File: config.mk
export PLATFORM = sky130hd
export DESIGN_NAME = srt_rank_sorter
export DESIGN_NICKNAME = d
export VERILOG_FILES = /design/src/rtl/srt_pkg.sv /design/src/rtl/srt_ctrl.sv /design/src/rtl/srt_rank_unit.sv /design/src/rtl/srt_rank_sorter.sv
export SDC_FILE = /design/constraint.sdc
export NUM_CORES = 1
export LEC_CHECK = 0
export ABC_CLOCK_PERIOD_IN_PS = 5900
export BUFFER_PORTS_ARGS = -buffer_cell sky130_fd_sc_hd__buf_2
export CAP_MARGIN = 5
export CORE_MARGIN = 8
export CORE_UTILIZATION = 45
export CTS_BUF_LIST = sky130_fd_sc_hd__clkbuf_8
export DETAILED_ROUTE_END_ITERATION = 7
export PLACE_DENSITY = 0.74
export REMOVE_ABC_BUFFERS = 1
export SLEW_MARGIN = 25
export SYNTH_ARGS = -nofsm -noshare
export SYNTH_HDL_FRONTEND = slang
export SYNTH_SLANG_ARGS = --single-unit
export TNS_END_PERCENT = 10
File: constraint.sdc
create_clock -name clk -period 5.9 [get_ports clk]
set_clock_uncertainty 0.2 [all_clocks]
set_input_delay 0.885 -clock clk [delete_from_list [all_inputs] [get_ports clk]]
set_output_delay 0.885 -clock clk [all_outputs]
set_load 0.02 [all_outputs]
File: src/rtl/srt_pkg.sv
package srt_pkg;

  // Per-word override held by each rank unit
  typedef enum logic [1:0] {
    OVR_NONE = 2'd0,
    OVR_HIGH = 2'd1,
    OVR_LOW  = 2'd2
  } ovr_t;

endpackage

File: src/rtl/srt_ctrl.sv
module srt_ctrl #(
  parameter int M = 8,
  parameter int N = 8
) (
  input  logic           clk,
  input  logic           rst_n,
  input  logic           start,
  input  logic [M*N-1:0] in_words,
  output logic           busy,
  output logic           done,
  output logic           clear,
  output logic           act_first,
  output logic [M-1:0]   column
);
  localparam int LAST = M + N - 1;
  localparam int CW   = $clog2(LAST + 1);

  logic [CW-1:0] cnt_q;
  logic          busy_q;
  logic [N-1:0]  word_q [M];
  logic          accept;

  assign accept = start && !busy_q;

  always_ff @(posedge clk or negedge rst_n) begin
    if (!rst_n) begin
      busy_q <= 1'b0;
      cnt_q  <= '0;
    end else if (accept) begin
      busy_q <= 1'b1;
      cnt_q  <= CW'(1);
    end else if (busy_q) begin
      if (cnt_q == CW'(LAST)) begin
        busy_q <= 1'b0;
        cnt_q  <= '0;
      end else begin
        cnt_q <= cnt_q + CW'(1);
      end
    end
  end

  // Word registers shift left so that the live column is always the top bit
  for (genvar i = 0; i < M; i++) begin : g_word
    always_ff @(posedge clk or negedge rst_n) begin
      if (!rst_n) begin
        word_q[i] <= '0;
      end else if (accept) begin
        word_q[i] <= in_words[i*N +: N];
      end else if (busy_q) begin
        word_q[i] <= word_q[i] << 1;
      end
    end
    assign column[i] = word_q[i][N-1];
  end

  assign busy      = busy_q;
  assign clear     = accept;
  assign act_first = busy_q && (cnt_q <= CW'(N));
  assign done      = busy_q && (cnt_q == CW'(LAST));

endmodule

File: src/rtl/srt_rank_unit.sv
module srt_rank_unit
  import srt_pkg::*;
#(
  parameter int M = 8,
  parameter int K = 1
) (
  input  logic         clk,
  input  logic         rst_n,
  input  logic         clear,
  input  logic         act,
  input  logic [M-1:0] col,
  output logic         bit_o,
  output logic         valid_o
);
  localparam int CW = $clog2(M + 1);

  ovr_t          st_q [M];
  logic [M-1:0]  eff;
  logic [CW-1:0] ones;
  logic          vote;

  for (genvar i = 0; i < M; i++) begin : g_eff
    assign eff[i] = (st_q[i] == OVR_HIGH) ? 1'b1 :
                    (st_q[i] == OVR_LOW)  ? 1'b0 : col[i];
  end

  always_comb begin
    ones = '0;
    for (int i = 0; i < M; i++) begin
      ones = ones + CW'(eff[i]);
    end
  end

  assign vote = (ones >= CW'(K));

  for (genvar i = 0; i < M; i++) begin : g_state
    always_ff @(posedge clk or negedge rst_n) begin
      if (!rst_n) begin
        st_q[i] <= OVR_NONE;
      end else if (clear) begin
        st_q[i] <= OVR_NONE;
      end else if (act && st_q[i] == OVR_NONE) begin
        if (col[i] && !vote) begin
          st_q[i] <= OVR_HIGH;
        end else if (!col[i] && vote) begin
          st_q[i] <= OVR_LOW;
        end
      end
    end
  end

  assign bit_o   = act && vote;
  assign valid_o = act;

endmodule

File: src/rtl/srt_rank_sorter.sv
module srt_rank_sorter #(
  parameter int M = 8,
  parameter int N = 8
) (
  input  logic           clk,
  input  logic           rst_n,
  input  logic           start,
  input  logic [M*N-1:0] in_words,
  output logic           busy,
  output logic           done,
  output logic [M-1:0]   out_bits,
  output logic [M-1:0]   out_valid
);
  logic         clear;
  logic [M-1:0] col_ch [M];
  logic         act_ch [M];

  srt_ctrl #(.M(M), .N(N)) ctrl_i (
    .clk       (clk),
    .rst_n     (rst_n),
    .start     (start),
    .in_words  (in_words),
    .busy      (busy),
    .done      (done),
    .clear     (clear),
    .act_first (act_ch[0]),
    .column    (col_ch[0])
  );

  // One-cycle delay per rank for both the column and the active flag
  for (genvar g = 1; g < M; g++) begin : g_pipe
    always_ff @(posedge clk or negedge rst_n) begin
      if (!rst_n) begin
        col_ch[g] <= '0;
        act_ch[g] <= 1'b0;
      end else begin
        col_ch[g] <= col_ch[g-1];
        act_ch[g] <= act_ch[g-1];
      end
    end
  end

  for (genvar g = 0; g < M; g++) begin : g_rank
    srt_rank_unit #(.M(M), .K(g + 1)) unit_i (
      .clk     (clk),
      .rst_n   (rst_n),
      .clear   (clear),
      .act     (act_ch[g]),
      .col     (col_ch[g]),
      .bit_o   (out_bits[g]),
      .valid_o (out_valid[g])
    );
  end

endmodule

======== After elaboration in Yosys (flattened, before gate mapping) ========
Cells that the tools add are included.
Widths: inputs -> output; s select.
operators by class
  add/subtract/negate cells ............... 57
  $lt $le $gt $ge ......................... 9
  equal/unequal tests ..................... 129
  mux-type cells .......................... 406
  reduce and logical (&&, ||, !) cells .... 533
operators with widths
  cell                 count
  $mux 2               256
  $logic_and 1x1->1    203
  $add 4x1->4          48
  $reduce_bool 3->1    64
  $mux 1               131
  $reduce_bool 2->1    65
  $eq 2x1->1 const B   64
  $eq 2x2->1 const B   64
  $logic_not 2->1      64
  $mux 8               16
  $reduce_and 2->1     64
  $logic_not 1->1      73
  $add 1x1->2          8
  $ge 4x3->1 const B   4
  $mux 4               3
  $ge 4x2->1 const B   2
  $add 4x1->4 const B  1
  $eq 4x4->1 const B   1
  $ge 4x1->1 const B   1
  $ge 4x4->1 const B   1
  $le 4x4->1 const B   1
word-level totals
  bits in registers ....................... 260
  output and inout bits ................... 18
  word-level logic and storage cells ...... 1222

======== Depth between registers and ports, before layout ========
  depth after elaboration ................. 16
  gate-level depth with buffers ........... 15
  gate-level depth less buffers ........... 14

======== By module ========
A second synthesis with hierarchy kept.
unflattened totals
  cells, all modules ...................... 1166
  area total of the unflattened synthesis .. 12929.9 um^2
by module, submodules not included
  module                            times used  cells an instance  area each (um^2)  seq. area each (um^2)
  srt_ctrl                          1           304                3279.4            1726.7
  srt_rank_sorter                   1           63                 1576.5            1576.5
  srt_rank_unit (g_rank[2].unit_i)  1           115                1194.9            400.4
  srt_rank_unit (g_rank[0].unit_i)  1           109                1118.6            400.4
  srt_rank_unit (g_rank[5].unit_i)  1           103                989.7             400.4
  srt_rank_unit (g_rank[1].unit_i)  1           97                 977.2             400.4
  srt_rank_unit (g_rank[7].unit_i)  1           94                 965.9             400.4
  srt_rank_unit (g_rank[3].unit_i)  1           100                947.2             400.4
  srt_rank_unit (g_rank[6].unit_i)  1           90                 942.2             400.4
  srt_rank_unit (g_rank[4].unit_i)  1           91                 938.4             400.4

======== Worst setup path before layout ========
No wires, ideal clock.
  path kind ............................... reg2out
  start ................................... register, netlist name ctrl_i.column[0]
  end ..................................... output port out_bits[0]
  arrival ................................. 4056 ps
  data required time ...................... 4815 ps
  path slack .............................. 759 ps
  stages on the path, launching flop included .. 14
  path buffers ............................ 2
  cell sequence ........................... dfrtp_1 -> maj3_1 -> ha_1 -> fa_1 -> inv_1 -> fa_1 -> inv_1 -> fa_1 -> fa_1 -> or4_1 -> o21ai_0 -> nor2b_1 -> buf_6 -> buf_4
on the way
  word-level cells in the longest chain between the ends .. 11
RTL lines
  item                      RTL line               text
  $mux 1                    srt_rank_unit.sv:24    (st_q[i] == OVR_LOW) ? 1'b0 : col[i];
  $mux 1                    srt_rank_unit.sv:23    assign eff[i] = (st_q[i] == OVR_HIGH) ? 1'b1 :
  $add 1x1->2               srt_rank_unit.sv:30    ones = ones + CW'(eff[i]);
  $add 4x1->4 (6 in a row)  srt_rank_unit.sv:30
  $ge 4x1->1                srt_rank_unit.sv:34    assign vote = (ones >= CW'(K));
  $logic_and 1x1->1         srt_rank_unit.sv:52    assign bit_o = act && vote;
  end: declaration          srt_rank_sorter.sv:11  output logic [M-1:0] out_bits,
No other way between the ends.

======== Worst setup path in the final report ========
  start ................................... register, netlist name ctrl_i.column[1]
  end ..................................... output port out_bits[0]
on the way
  word-level cells in the longest chain between the ends .. 11
RTL lines
  item                      RTL line
  $mux 1                    srt_rank_unit.sv:24
  $mux 1                    srt_rank_unit.sv:23
  $add 1x1->2               srt_rank_unit.sv:30
  $add 4x1->4 (6 in a row)  srt_rank_unit.sv:30
  $ge 4x1->1                srt_rank_unit.sv:34
  $logic_and 1x1->1         srt_rank_unit.sv:52
No other way between the ends.

==> metrics.txt <==
Starting Density=45.4%; root buffer cell=clkbuf_8; Total GRT Usage=14.9%; dpl cells=1519; crit path time final=5650 ps; Pint=4970 uW; Syn Area/Cell=10.5 um2; Worst Tran Pin Value=880 ps; clock sinks=260; Fill cells=2333; CTS Hold Buffers Added=0; Setup TNS=0 ps; Synth top cells by count=260 x dfrtp_1, 178 x nand2_1, 121 x o21ai_0, 98 x inv_1, 74 x nor2_1; Synth Register Bits=260; distinct cell type count of the synthesized netlist=52; Leak=0.00673 uW; CP Cell Sequence=maj3_1, ha_1, fa_1, inv_1, fa_1, inv_1, fa_2, fa_1, or4_1, o21ai_2, nor2b_2, buf_2; final wirelength=24.3 mm; DR iter-0 viols=419; Critical Path RT=4820 ps; fmax=177 MHz; Total Die Area=32400 um2; post-synth top area cell=dfrtp_1; Synth top area share=53.8%; tightest slew margin relative to the limit=41.4%; cell count after synthesis=1150; Hold Vio Cnt, Final=0; routing usage on met2=24.9%; routability congestion estimate=0.789; Finished Layout Cells=1601; Die Y=180 um; WP buf/inv=3; CP Class=register to primary output; routing usage on met3=4.80%; Clock Power Share=17.8%; asr flop ratio synth=100%; PwrDens=642 nW/um2; Final period util=95.8%; HPWL Detailed=16.2 mm; Cell Area, Synth=12100 um2; Core Box Area=26700 um2; maximum buffer depth of the clock tree=3; vias per inst=5.26; most used cell, CP=fa_1; unrepaired setup endpoints after global routing=false; Crit path largest cell delay=550 ps; sequential share of power=33.3%; fraction of layout cells with a size suffix above 1=14.2%; ys flop type=dfrtp_1; most common cell in the synthesized netlist=dfrtp_1; Critical Path Source Type=register; num rows=60; H-tree level count=2; worst-path fanout max=5; Switching Fraction=43.3%; antenna-violating nets left=0; initial antenna violation count=3; first-pass GRT wire length=41.2 mm; Setup Viol. Count Final=0; largest net degree at the start of global routing=107; grt ovf=0; Final Max Slew Viols=0; Seq/Total Area, Yosys=53.8%; Skew-Pair Late Insertion Delay=540 ps; Port Buffers=84; post-detailed-route wirelength per cell=15.2 um; nets=1351; TritonRoute pass-1 iters=5; power share of the combinational group=48.9%; Slowest-stage cell, CP=or4_1; GRT met1 Usage=18.3%; CP Depth=12; status=finished, final reports clean; Die X=180 um; Syn. warnings=0; area grow syn2layout=12.7%; vias in the first global route=8629; Crit path max-delay family=adder cells; Clk pin slew, worst setup/hold paths=60 ps; maxcap violations=0; path depth of the worst reg2reg path=12; TritonCTS Buffers=45; arrival time at the worst endpoint=4570 ps; via count=8417; busiest layer in global routing=met2; num ports=85; Crit. End Element=primary output; EDFF count, synth=0; Net Sw Power=3790 uW; Synth area leaders=dfrtp_1 54%, nand2_1 5.5%, mux2i_1 5.3%; Remaining DRCs=0; Worst Hold Class=input pin to asynchronous set/reset pin; CTS tree=done; peak supply drop=0.343 mV
-- power groups by stage --
stage / Sequential (uW) / Clock, uW / Combinational, uW
global route: 3010 / 1690 / 4910
floorplan: 2840 / 0 / 2980
CTS: 2920 / 1620 / 4230
finish: 2920 / 1560 / 4280
detailed placement: 2940 / 0 / 4190
global placement: 2910 / 0 / 3990
-- worst register-to-register path, stage by stage (launching register included) --
cell and delay [ps]:
dfrtp_1 420, maj3_1 370, ha_1 300, fa_1 540
inv_1 50, fa_1 530, inv_1 60, fa_2 400
fa_1 450, or4_1 550, o21ai_2 90, nand2_1 230
o32ai_1 310
-- per-stage QoR --
stage | utilization [%] | total power [uW] | hold WS, ps | setup slack [ps] | cell area, um2
2_1_floorplan | - | 5820 | 154 | 143 | 11800
3_3_place_gp | 47.8 | 6900 | 191 | 520 | 12700
3_5_place_dp | 47.8 | 7130 | 198 | 493 | 12700
4_1_cts | 51.0 | 8760 | 204 | 19.4 | 13600
5_1_grt | 51.2 | 9620 | 214 | 21.2 | 13600
6_report | 51.2 | 8760 | 194 | 246 | 13600
-- sequential cells by signal, indices dropped and copies added, names as in the netlist --
signal / flops
col_ch: 56
ctrl_i.busy: 1
ctrl_i.word_q: 56
g_rank.unit_i.st_q: 128
act_ch: 7
ctrl_i.column: 8
ctrl_i.cnt_q: 4
-- area by class of cell --
| class | count | area [um2] | share of cell area, % |
|---|---|---|---|
| timing repair buffer | 97 | 543 | 3.98 |
| inverter | 98 | 368 | 2.70 |
| multi-input combinational | 726 | 4920 | 36.1 |
| antenna | 1 | 2.50 | 0.0183 |
| sequential | 260 | 6510 | 47.7 |
| clock buffer | 56 | 771 | 5.65 |
| clock inverter | 22 | 98.8 | 0.725 |
| tap | 341 | 427 | 3.13 |
-- cell families after synthesis --
family / share of synthesized area (%)
simple gates: 11.5
flops: 53.8
compound gates: 12.4
buf+inv: 5.84
fa+ha+maj: 11.0
mux: 5.29
xor+xnor: 0.145
-- metal layers --
layer  wire (um)  up-vias
li1            -     4069
met1       10600     4116
met2       11600      181
met3        1600       47
met4         491        4
met5          22        -
-- what timing repair did --
item,CTS,global route
setup endpoints to repair,1,2
gates cloned,0,0
resized for setup,1,5
buffers inserted,0,3
endpoints found under the hold margin,0,0
-- worst paths after layout --
path / from / to / slack, ps
max in group asynchronous: rst_n / ctrl_i.busy / 4070
min in group clk: col_ch[23] / col_ch[15] / 200
min reg2reg: col_ch[23] / col_ch[15] / 200
max reg2reg: ctrl_i.column[1] / g_rank[0].unit_i.st_q[0] / 1300
min: rst_n / g_rank[7].unit_i.st_q[2] / 190
max: ctrl_i.column[1] / out_bits[0] / 250
-- cells in the final DEF, fill, tap and decap left out, types with 3 or more instances in the layout --
cell type / instances
nand4b_1: 5
buf_2: 82
nor2_1: 74
a21oi_1: 23
inv_1: 109
dfrtp_1: 259
nand2b_1: 12
fa_1: 28
nand3_1: 15
mux2i_1: 64
maj3_1: 41
o41ai_1: 29
a21boi_0: 3
o21ai_1: 3
nand2_1: 177
clkbuf_8: 56
o31ai_1: 8
a31oi_1: 17
nor2b_1: 8
or3_1: 5
o21ai_0: 120
nand3b_1: 9
buf_4: 13
ha_1: 27
a32oi_1: 7
a22o_1: 7
o22ai_1: 6
clkinv_2: 10
nand4_1: 4
Note: power is estimated with default switching activity, not from simulation.
